===== config.mk =====
export PLATFORM = sky130hd
export DESIGN_NAME = cfg_override_ctrl
export DESIGN_NICKNAME = d
export VERILOG_FILES = /design/src/rtl/cfg_ovr_pkg.sv /design/src/rtl/ovr_regfile.sv /design/src/rtl/ovr_merge.sv /design/src/rtl/ovr_rst_seq.sv /design/src/rtl/ovr_clkword.sv /design/src/rtl/cfg_override_ctrl.sv
export SDC_FILE = /design/constraint.sdc
export NUM_CORES = 1
export LEC_CHECK = 0
export BUFFER_PORTS_ARGS = -buffer_cell sky130_fd_sc_hd__buf_2
export CORE_ASPECT_RATIO = 0.5
export CORE_MARGIN = 3
export CORE_UTILIZATION = 35
export CTS_CLUSTER_SIZE = 20
export DETAILED_ROUTE_END_ITERATION = 16
export GPL_TIMING_DRIVEN = 0
export PLACE_DENSITY = 0.5
export SETUP_SLACK_MARGIN = 0.15
export SLEW_MARGIN = 10
export SYNTH_ARGS = -nofsm -noshare
export SYNTH_HDL_FRONTEND = slang
export SYNTH_HIERARCHICAL = 1
export SYNTH_SLANG_ARGS = --single-unit

===== constraint.sdc =====
create_clock -name clk -period 2.7 [get_ports clk]
set_clock_uncertainty 0.1 [all_clocks]
set_input_delay 0 -clock clk [delete_from_list [all_inputs] [get_ports clk]]
set_output_delay 0 -clock clk [all_outputs]
set_load 0.005 [all_outputs]

===== src/rtl/cfg_ovr_pkg.sv =====
// Package: shared constants and types for the switch override controller.
// Assumes byte-wide registers throughout.
package cfg_ovr_pkg;
    localparam int REG_W     = 8;
    localparam int CLK_BYTES = 3;
    localparam int CLK_W     = REG_W * CLK_BYTES;
    // Number of non-bank registers: plain reset, control, clock enable, clock bytes
    localparam int MISC_REGS = 3 + CLK_BYTES;

    typedef enum logic {
        SEQ_IDLE = 1'b0,
        SEQ_HOLD = 1'b1
    } seq_state_e;

    typedef enum logic {
        SRC_PHYS   = 1'b0,
        SRC_MERGED = 1'b1
    } cfg_src_e;
endpackage


===== src/rtl/ovr_regfile.sv =====
// Module: ovr_regfile
// Holds the shadow and enable bytes of every bank, the reset and control
// registers and the clock-word bytes. It provides combinational readback and
// decodes the write events that the sequencer and the clock latch use.
// Assumes a single-cycle write strobe and that bus_addr is stable while it is high.
module ovr_regfile
    import cfg_ovr_pkg::*;
#(
    parameter int NUM_BANKS = 8,
    parameter int ADDR_W    = 5
) (
    input  logic                         clk,
    input  logic                         rst_n,
    input  logic [ADDR_W-1:0]            bus_addr,
    input  logic                         bus_wr,
    input  logic [REG_W-1:0]             bus_wdata,
    output logic [REG_W-1:0]             bus_rdata,
    output logic [NUM_BANKS*REG_W-1:0]   shadow_flat,
    output logic [NUM_BANKS*REG_W-1:0]   enable_flat,
    output logic [2*REG_W-1:0]           clk_hi16,
    output logic                         clk_en,
    output logic                         plain_req,
    output logic                         seq_req,
    output logic                         clk_load
);
    localparam int SH_BASE  = 0;
    localparam int EN_BASE  = NUM_BANKS;
    localparam int RST_OFS  = 2 * NUM_BANKS;
    localparam int CTRL_OFS = RST_OFS + 1;
    localparam int CKEN_OFS = RST_OFS + 2;
    localparam int CKB_OFS  = RST_OFS + 3;
    localparam int CKLO_OFS = CKB_OFS + CLK_BYTES - 1;

    logic [REG_W-1:0] shadow_q [NUM_BANKS];
    logic [REG_W-1:0] enable_q [NUM_BANKS];
    logic [REG_W-1:0] rst_q;
    logic [REG_W-1:0] ctrl_q;
    logic [REG_W-1:0] cken_q;
    logic [REG_W-1:0] ckb_q [CLK_BYTES];

    genvar gb;
    generate
        for (gb = 0; gb < NUM_BANKS; gb++) begin : g_bank
            // Purpose: capture the shadow byte of this bank.
            always_ff @(posedge clk) begin
                if (!rst_n)
                    shadow_q[gb] <= '0;
                else if (bus_wr && bus_addr == ADDR_W'(SH_BASE + gb))
                    shadow_q[gb] <= bus_wdata;
            end

            // Purpose: capture the override-enable byte of this bank.
            always_ff @(posedge clk) begin
                if (!rst_n)
                    enable_q[gb] <= '0;
                else if (bus_wr && bus_addr == ADDR_W'(EN_BASE + gb))
                    enable_q[gb] <= bus_wdata;
            end

            assign shadow_flat[gb*REG_W +: REG_W] = shadow_q[gb];
            assign enable_flat[gb*REG_W +: REG_W] = enable_q[gb];
        end
    endgenerate

    // Purpose: capture the reset, control and clock-enable registers.
    always_ff @(posedge clk) begin
        if (!rst_n) begin
            rst_q  <= '0;
            ctrl_q <= '0;
            cken_q <= '0;
        end else if (bus_wr) begin
            if (bus_addr == ADDR_W'(RST_OFS))  rst_q  <= bus_wdata;
            if (bus_addr == ADDR_W'(CTRL_OFS)) ctrl_q <= bus_wdata;
            if (bus_addr == ADDR_W'(CKEN_OFS)) cken_q <= bus_wdata;
        end
    end

    // Purpose: capture the clock-word byte registers.
    always_ff @(posedge clk) begin
        if (!rst_n) begin
            for (int k = 0; k < CLK_BYTES; k++) ckb_q[k] <= '0;
        end else if (bus_wr) begin
            for (int k = 0; k < CLK_BYTES; k++)
                if (bus_addr == ADDR_W'(CKB_OFS + k)) ckb_q[k] <= bus_wdata;
        end
    end

    // Purpose: select the read data for the presented offset; unmapped reads 0.
    always_comb begin
        bus_rdata = '0;
        for (int i = 0; i < NUM_BANKS; i++) begin
            if (bus_addr == ADDR_W'(SH_BASE + i)) bus_rdata = shadow_q[i];
            if (bus_addr == ADDR_W'(EN_BASE + i)) bus_rdata = enable_q[i];
        end
        if (bus_addr == ADDR_W'(RST_OFS))  bus_rdata = rst_q;
        if (bus_addr == ADDR_W'(CTRL_OFS)) bus_rdata = ctrl_q;
        if (bus_addr == ADDR_W'(CKEN_OFS)) bus_rdata = cken_q;
        for (int k = 0; k < CLK_BYTES; k++)
            if (bus_addr == ADDR_W'(CKB_OFS + k)) bus_rdata = ckb_q[k];
    end

    // Write events: any plain-reset write, and a 0-to-1 change of control bit 0.
    assign plain_req = bus_wr && (bus_addr == ADDR_W'(RST_OFS));
    assign seq_req   = bus_wr && (bus_addr == ADDR_W'(CTRL_OFS))
                       && bus_wdata[0] && !ctrl_q[0];
    assign clk_load  = bus_wr && (bus_addr == ADDR_W'(CKLO_OFS));
    assign clk_hi16  = {ckb_q[0], ckb_q[1]};
    assign clk_en    = cken_q[0];
endmodule


===== src/rtl/ovr_merge.sv =====
// Module: ovr_merge
// Per-bit selection between the physical switch and the shadow bit, driven by
// the enable bit. It is purely combinational and assumes flat bank-major vectors.
module ovr_merge
    import cfg_ovr_pkg::*;
#(
    parameter int NUM_BANKS = 8
) (
    input  logic [NUM_BANKS*REG_W-1:0] phys,
    input  logic [NUM_BANKS*REG_W-1:0] shadow,
    input  logic [NUM_BANKS*REG_W-1:0] enable,
    output logic [NUM_BANKS*REG_W-1:0] merged
);
    genvar gb, gi;
    generate
        for (gb = 0; gb < NUM_BANKS; gb++) begin : g_bank
            for (gi = 0; gi < REG_W; gi++) begin : g_bit
                localparam int IDX = gb * REG_W + gi;
                assign merged[IDX] = enable[IDX] ? shadow[IDX] : phys[IDX];
            end
        end
    endgenerate
endmodule


===== src/rtl/ovr_rst_seq.sv =====
// Module: ovr_rst_seq
// Reset sequencer. It accepts a plain or an override-honouring trigger while idle,
// holds the board reset for RST_CYCLES periods, and at release latches either
// the physical or the merged configuration. Triggers during a pulse are dropped.
// Assumes RST_CYCLES >= 1.
module ovr_rst_seq
    import cfg_ovr_pkg::*;
#(
    parameter int DATA_W     = 64,
    parameter int RST_CYCLES = 64
) (
    input  logic              clk,
    input  logic              rst_n,
    input  logic              plain_req,
    input  logic              seq_req,
    input  logic [DATA_W-1:0] cfg_phys,
    input  logic [DATA_W-1:0] cfg_merged,
    output logic              board_rst,
    output logic [DATA_W-1:0] cfg_latched
);
    localparam int CNT_W = (RST_CYCLES > 1) ? $clog2(RST_CYCLES) : 1;
    localparam logic [CNT_W-1:0] CNT_LAST = CNT_W'(RST_CYCLES - 1);

    seq_state_e       state_q;
    cfg_src_e         src_q;
    logic [CNT_W-1:0] cnt_q;

    // Purpose: run the idle/hold state machine and latch configuration at release.
    always_ff @(posedge clk) begin
        if (!rst_n) begin
            state_q     <= SEQ_IDLE;
            src_q       <= SRC_PHYS;
            cnt_q       <= '0;
            cfg_latched <= '0;
        end else begin
            case (state_q)
                SEQ_IDLE: begin
                    cnt_q <= '0;
                    if (plain_req) begin
                        state_q <= SEQ_HOLD;
                        src_q   <= SRC_PHYS;
                    end else if (seq_req) begin
                        state_q <= SEQ_HOLD;
                        src_q   <= SRC_MERGED;
                    end
                end
                SEQ_HOLD: begin
                    if (cnt_q == CNT_LAST) begin
                        state_q     <= SEQ_IDLE;
                        cnt_q       <= '0;
                        cfg_latched <= (src_q == SRC_MERGED) ? cfg_merged : cfg_phys;
                    end else begin
                        cnt_q <= cnt_q + 1'b1;
                    end
                end
                default: state_q <= SEQ_IDLE;
            endcase
        end
    end

    assign board_rst = (state_q == SEQ_HOLD);
endmodule


===== src/rtl/ovr_clkword.sv =====
// Module: ovr_clkword
// Publishes the 24-bit clock word in one step when its low byte is written,
// so a partly updated word never reaches the output.
module ovr_clkword
    import cfg_ovr_pkg::*;
(
    input  logic               clk,
    input  logic               rst_n,
    input  logic               clk_load,
    input  logic [2*REG_W-1:0] clk_hi16,
    input  logic [REG_W-1:0]   low_byte,
    output logic [CLK_W-1:0]   clk_word
);
    // Purpose: load the assembled word on a low-byte write.
    always_ff @(posedge clk) begin
        if (!rst_n)
            clk_word <= '0;
        else if (clk_load)
            clk_word <= {clk_hi16, low_byte};
    end
endmodule


===== src/rtl/cfg_override_ctrl.sv =====
// Module: cfg_override_ctrl (top)
// Switch override controller. It connects the register file, the per-bit merge,
// the reset sequencer and the clock-word latch. Assumes a synchronous byte-wide
// bus with one-cycle write strobes.
module cfg_override_ctrl
    import cfg_ovr_pkg::*;
#(
    parameter int NUM_BANKS  = 8,
    parameter int RST_CYCLES = 64,
    parameter int ADDR_W     = $clog2(2 * NUM_BANKS + MISC_REGS)
) (
    input  logic                       clk,
    input  logic                       rst_n,
    input  logic [ADDR_W-1:0]          bus_addr,
    input  logic                       bus_wr,
    input  logic [REG_W-1:0]           bus_wdata,
    output logic [REG_W-1:0]           bus_rdata,
    input  logic [NUM_BANKS*REG_W-1:0] sw_phys,
    output logic [NUM_BANKS*REG_W-1:0] cfg_eff,
    output logic [NUM_BANKS*REG_W-1:0] cfg_latched,
    output logic                       board_rst,
    output logic [CLK_W-1:0]           clk_word,
    output logic                       clk_ovr_en
);
    localparam int DATA_W = NUM_BANKS * REG_W;

    logic [DATA_W-1:0]  shadow_flat;
    logic [DATA_W-1:0]  enable_flat;
    logic [2*REG_W-1:0] clk_hi16;
    logic               plain_req;
    logic               seq_req;
    logic               clk_load;

    ovr_regfile #(
        .NUM_BANKS (NUM_BANKS),
        .ADDR_W    (ADDR_W)
    ) u_regs (
        .clk         (clk),
        .rst_n       (rst_n),
        .bus_addr    (bus_addr),
        .bus_wr      (bus_wr),
        .bus_wdata   (bus_wdata),
        .bus_rdata   (bus_rdata),
        .shadow_flat (shadow_flat),
        .enable_flat (enable_flat),
        .clk_hi16    (clk_hi16),
        .clk_en      (clk_ovr_en),
        .plain_req   (plain_req),
        .seq_req     (seq_req),
        .clk_load    (clk_load)
    );

    ovr_merge #(
        .NUM_BANKS (NUM_BANKS)
    ) u_merge (
        .phys   (sw_phys),
        .shadow (shadow_flat),
        .enable (enable_flat),
        .merged (cfg_eff)
    );

    ovr_rst_seq #(
        .DATA_W     (DATA_W),
        .RST_CYCLES (RST_CYCLES)
    ) u_seq (
        .clk         (clk),
        .rst_n       (rst_n),
        .plain_req   (plain_req),
        .seq_req     (seq_req),
        .cfg_phys    (sw_phys),
        .cfg_merged  (cfg_eff),
        .board_rst   (board_rst),
        .cfg_latched (cfg_latched)
    );

    ovr_clkword u_clk (
        .clk      (clk),
        .rst_n    (rst_n),
        .clk_load (clk_load),
        .clk_hi16 (clk_hi16),
        .low_byte (bus_wdata),
        .clk_word (clk_word)
    );
endmodule


==> results of run 1 <==
## worst reg2reg max path: stages, from the launching register on
cell,delay (ns)
edfxtp_1,0.48
mux2_4,0.34
mux2i_1,0.56
a211oi_1,0.16
## cell usage after synthesis, types with 11 or more instances
cell,number,area (µm²)
mux2_4,64,961
nor2_1,30,113
dfxtp_1,120,2400
buf_4,30,225
o21ai_0,38,190
buf_6,21,236
nand2_1,42,158
o22ai_1,12,75.1
a21boi_0,11,82.6
nand3_1,34,170
edfxtp_1,152,4560
mux2i_1,116,1160
nor2b_1,45,282
o211a_1,12,120
buf_2,21,105
a211oi_2,49,613
clkbuf_1,34,128
nor3_1,12,60.1
and2_1,138,863
a21oi_1,82,410
## report_power, final
part | internal (W) | switching (W) | total, W
Clock | 0.00217 | 0.00166 | 0.00383
Sequential | 0.00451 | 0.000149 | 0.00466
Combinational | 0.000540 | 0.000764 | 0.00130
Total | 0.00722 | 0.00257 | 0.00979
## worst max-delay path by stage
| stage | slack, ns | end | from |
|---|---|---|---|
| detailed placement | -0.31 | u_regs/enable_q[0][28] | bus_addr[3] |
| finish | 0.13 | bus_rdata[7] | bus_addr[1] |
| global route | 0.07 | bus_rdata[5] | u_regs/enable_q[0][5] |
| global placement | -0.29 | u_regs/enable_q[0][5] | bus_addr[3] |
| CTS | 0.07 | bus_rdata[5] | u_regs/enable_q[0][5] |
| floorplan | 0.74 | u_regs/ckb_q[0][0] | bus_addr[3] |
## routing by layer
layer | global-route usage [%] | wire, µm | up-vias | part of all wire [%]
met2 | 39.9 | 25400 | 540 | 42
met1 | 38.9 | 28300 | 6028 | 47
li1 | - | - | 5272 | -
met3 | 8.78 | 5740 | 70 | 9.5
met5 | 0 | 49 | - | 0.081
met4 | 5.31 | 1070 | 6 | 1.8
## layout make-up
type / instances / area (µm²)
well taps: 530 / 663
clock buffers: 39 / 771
plain buffers: 114 / 796
multi-input cells: 832 / 6780
repair buffers: 325 / 2030
inverters: 14 / 52.6
flip-flops and latches: 272 / 6970
clock inverters: 10 / 104
diodes: 9 / 22.5
fillers: 3729 / 21600
## timing repair
| item | CTS | global route |
|---|---|---|
| hold buffers | 76 | 0 |
| endpoints found under the hold margin | 85 | 0 |
| resized for setup | 18 | 27 |
| setup buffers | 4 | 6 |
| pin swaps | 12 | 16 |
| endpoints found under the setup margin | 7 | 72 |
## logic make-up (layout without fill, tap and decap cells)
kind of cell,Yosys count,in the layout
adders and majority gates,1,1
xor gates and xnor gates,3,3
buffers and inverters,128,502
and+or+nand+nor,343,343
DFF,272,272
other,0,9
muxes,192,192
AOI/OAI and AO/OA,293,293
## cells in the final DEF (no fill, tap or decap), drive strengths merged, types with 11 or more instances in the layout
master / count
a21boi: 11
and2: 139
nand2: 43
nand3: 35
mux2: 71
a211oi: 57
dfxtp: 120
nor3: 12
clkbuf: 76
mux2i: 116
buf: 325
o211a: 12
o21ai: 41
o22ai: 12
nor2: 41
a21oi: 83
inv: 14
edfxtp: 152
nor2b: 45
dlygate4sd3: 76
## registers in the layout, summed over array words and instances, names as in the netlist
signal             cells
u_seq/cnt_q            6
u_seq/cfg_latched     64
u_clk/clk_word        24
u_regs/cken_q          8
u_regs/enable_q       64
u_regs/shadow_q       64
u_regs/rst_q           8
u_regs/ckb_q          24
u_seq/board_rst        1
u_regs/ctrl_q          8
u_seq/src_q            1
## stage by stage
stage / cells / setup TNS, ns / hold slack, ns / cell area, µm² / worst slack [ns]
after detailed placement: 2000 / -11.65 / 0.209 / 16300 / -0.312
final: 2145 / 0 / 0.0553 / 18200 / 0.135
after floorplan: 1232 / 0 / 0.0280 / 14400 / 0.736
after CTS: 2129 / 0 / 0.0189 / 18000 / 0.0743
after global placement: 2000 / -8.89 / 0.194 / 16300 / -0.288
after global routing: 2136 / 0 / 0.0712 / 18200 / 0.0735
==> flow_summary.ini, run 1 <==
[sta]
finalCriticalPeriod_ns = 2.57
finalMaxSlewViolations = 0
hold_violations = 0
fin_crit_sh_pct = 95.0
setup_viol_count_final = 0
tightest_slew_ns = 1.25
rsz0062_at_grt = true
max_freq_mhz = 390
relSlewSlack_pct = 16.5

[critical_path]
cp_max_fo = 10
r2r_start = u_regs/enable_q[1][31]
cpLargestDelayFamily = buffers and inverters
max_stage_delay_ns = 0.69
r2r_end = u_seq/cfg_latched[63]
reg2reg_depth = 3
cp.arrival_ns = 2.47
path_cells = buf_2, buf_6, buf_6, clkbuf_1, o21ai_0, a311oi_4, o21ai_2, buf_2
worst-path-stages = 8
crit_buf_inv = 5
end_kind = primary output
cp.required_ns = 2.60
startpoint_type = input pin
r2r_slack_ns = 0.92
crit_type = input pin to primary output
slowest_stage = clkbuf_1

[yosys]
synth_top_family_by_area = multiplexers
synth_nets = 1313
yosys_register_bits = 272
synthFlopType = edfxtp_1
syn_area_um2 = 14400
synth-warning-count = 6
synthMuxAreaShare_pct = 16.1
synthSimpleGateAreaFrac_pct = 13.9
async_reset_ff_share_pct = 0
synthAdderAreaFrac_pct = 0.0869
syn_area_per_cell_um2 = 11.7
synthDistinctLibCells = 81
synth-compound-area-share_pct = 15.5
ys_seq_area_share_pct = 48.4
synth-xor-area-share_pct = 0.182
synth_edf_count = 152
syn_inst = 1232

[placement]
io_buffers = 238
dpl.hpwl_um = 44400
gp_congestion = 0.951

[hold_path]
hp-class = input pin to flip-flop
hold_start = bus_wr
min_path_cells = 4
whs_endpoint = u_regs/cken_q[4]

[route]
wl_um = 60600
drc = 0
initialDrtViolationCount = 1231
num_vias = 11900
wl_per_cell_um = 28.2
viasPerCell = 5.56
antenna_left = 0
drt_pass1_iterations = 6

[floorplanning]
num_rows = 51
initial_core_util_pct = 36.2
dieArea_um2 = 43800
die_w_um = 293
die_h_um = 149
io_pins = 242
core-area_um2 = 39800

[grt]
grt_overflow_total = 0
grtUsageTotal_pct = 27.1
grt_pass1_vias = 11800
grt_pass1_wl_um = 85200
antenna_found_initial = 3
grt_max_degree = 20

[final_layout]
drive_above_1_share_pct = 34.6
final_core_util_pct = 45.7
syn_to_final_growth_pct = 26.3
nets = 1667

[job]
drv_cap = 0

[clocking]
clk_path_buf_depth = 3
cts_root_buf = clkbuf_16
cts_buffers = 27
clkLatencyLatePin_ns = 0.55
path_clk_slew_ns = 0.06
clock_sinks = 272
cts.htree.levels = 1
cts_tree = built

[status]
outcome = complete, no violations

[power_and_ir_drop]
cellPowerDensity_nw_per_um2 = 539
p_leak_nw = 7.01
vdd_drop_max_mv = 0.373
power_w = 0.00979
Note: power is estimated with default switching activity, not from simulation.
==> run 2: changes to the inputs <==
MAX_ROUTING_LAYER = met4   (was unset)
RECOVER_POWER = 25   (was unset)
==> run 2 against run 1 <==
Largest power group unchanged. Worst hold slack improved by 0.14 ns. Clock power grew 6.0%. Critical endpoint unchanged. Die area is the same. Final cell count fell by 0.28%. Highest routed layer is now met4. Critical path depth stayed put. Fmax decreased by 3.4%. Power up 2.0%. Flip-flop and latch count unchanged. Sequential share of layout area is 0.36 points higher.
==> flow_summary.ini, run 2 (same netlist as run 1, synthesis figures left out) <==
[route]
wl_per_cell_um = 29.0
viasPerCell = 5.60
initialDrtViolationCount = 1201
drc = 0
antenna_left = 0
drt_pass1_iterations = 7
wl_um = 62100
num_vias = 12000

[clocking]
cts_tree = built
cts_buffers = 28
clk_path_buf_depth = 3
path_clk_slew_ns = 0.06
clkLatencyLatePin_ns = 0.57
cts_root_buf = clkbuf_16
cts.htree.levels = 1
clock_sinks = 272

[critical_path]
end_kind = primary output
crit_top_cell = clkbuf_1
cp.required_ns = 2.60
startpoint_type = input pin
max_stage_delay_ns = 0.70
slowest_stage = nor3b_4
path_cells = clkbuf_1, clkbuf_1, nor3b_4, o221ai_1, o211ai_1, a311oi_4, o21ai_2, buf_2
cp_max_fo = 10
cp.arrival_ns = 2.56
crit_type = input pin to primary output

[placement]
io_buffers = 238
gp_congestion = 0.980
dpl.hpwl_um = 45400
placed_cells = 2000

[final_layout]
layout_commonest_cell = buf_2
final_cell_mix = buf_2 (198), edfxtp_1 (152), and2_1 (138)
reg.largest.list = u_regs/enable_q x64, u_regs/shadow_q x64, u_seq/cfg_latched x64
fillers = 3766
nets = 1667
drive_above_1_share_pct = 28.5
final_core_util_pct = 45.3
fin_cells = 2139
syn_to_final_growth_pct = 25.1

[grt]
grt_max_degree = 20
grt_pass1_wl_um = 87100
grt_overflow_total = 0
grt_pass1_vias = 11800
grtUsageTotal_pct = 28.6
antenna_found_initial = 6

[sta]
hold_violations = 0
tightest_slew_ns = 1.30
finalMaxSlewViolations = 0
setup_viol_count_final = 0
relSlewSlack_pct = 12.6
rsz0062_at_grt = true
max_freq_mhz = 377
finalCriticalPeriod_ns = 2.66
whs_ns = 0.194
fin_crit_sh_pct = 98.4

[floorplanning]
initial_core_util_pct = 36.2
num_rows = 51
dieArea_um2 = 43800
core-area_um2 = 39800
die_w_um = 293
die_h_um = 149
io_pins = 242

[job]
drv_cap = 0

[power_and_ir_drop]
cellPowerDensity_nw_per_um2 = 555
p_leak_nw = 6.63
vdd_drop_max_mv = 0.445
power_w = 0.00999

[status]
outcome = complete, no violations

[hold_path]
hp-class = input pin to flip-flop
[run 2: layer usage]
metal / part of all wire (%) / track usage, % / wire [µm] / vias to the layer above
li1: - / - / - / 5273
met1: 47 / 41.9 / 28900 / 6064
met2: 42 / 41.1 / 26100 / 572
met3: 9.4 / 5.75 / 5860 / 71
met4: 2.0 / 5.21 / 1270 / 0
met5: 0 / - / 0 / -
[run 2: metrics by stage]
stage | worst slack, ns | instance area, µm² | setup TNS (ns)
after global placement | -0.282 | 16300 | -11.84
after floorplan | 0.736 | 14400 | 0
after global routing | 0.0442 | 18000 | 0
after CTS | 0.146 | 18100 | 0
final | 0.0443 | 18000 | 0
after detailed placement | -0.249 | 16300 | -12.42
[run 2: report_power, final]
part / internal [W] / switching (W)
Sequential: 0.00451 / 0.000144
Combinational: 0.000504 / 0.000774
Clock: 0.00234 / 0.00172
Total: 0.00736 / 0.00264
[run 2: repair_timing]
action | in CTS | in global routing
pin swaps | 15 | 9
hold buffers | 75 | 0
endpoints found under the setup margin | 8 | 72
buffers inserted | 6 | 5
endpoints found under the hold margin | 83 | 0
gates resized for setup | 30 | 23
[run 2: worst max-delay path: cells and delay by family]
family / cells / cell delay, ns
buf+inv: 3 / 0.77
compound gates: 4 / 1.08
simple gates: 1 / 0.70
[run 2: worst paths after layout]
check | start | end | slack (ns) | depth (start not counted)
max reg2reg | u_seq/cnt_q[3] | u_seq/cfg_latched[49] | 0.30 | 5
min | bus_wdata[5] | u_clk/clk_word[5] | 0.19 | 4
max | bus_addr[4] | bus_rdata[7] | 0.04 | 8
min reg2reg | u_seq/cnt_q[0] | u_seq/cnt_q[0] | 0.35 | 1
[run 2: final cells by class]
type	count	area [µm²]	area share, %
inverters	14	52.6	0.292
well taps	530	663	3.68
clock buffers	34	744	4.13
clock inverters	18	193	1.07
diodes	1	2.50	0.0139
multi-input cells	832	6650	36.9
flip-flops and latches	272	6970	38.7
plain buffers	114	788	4.38
repair buffers	324	1950	10.8
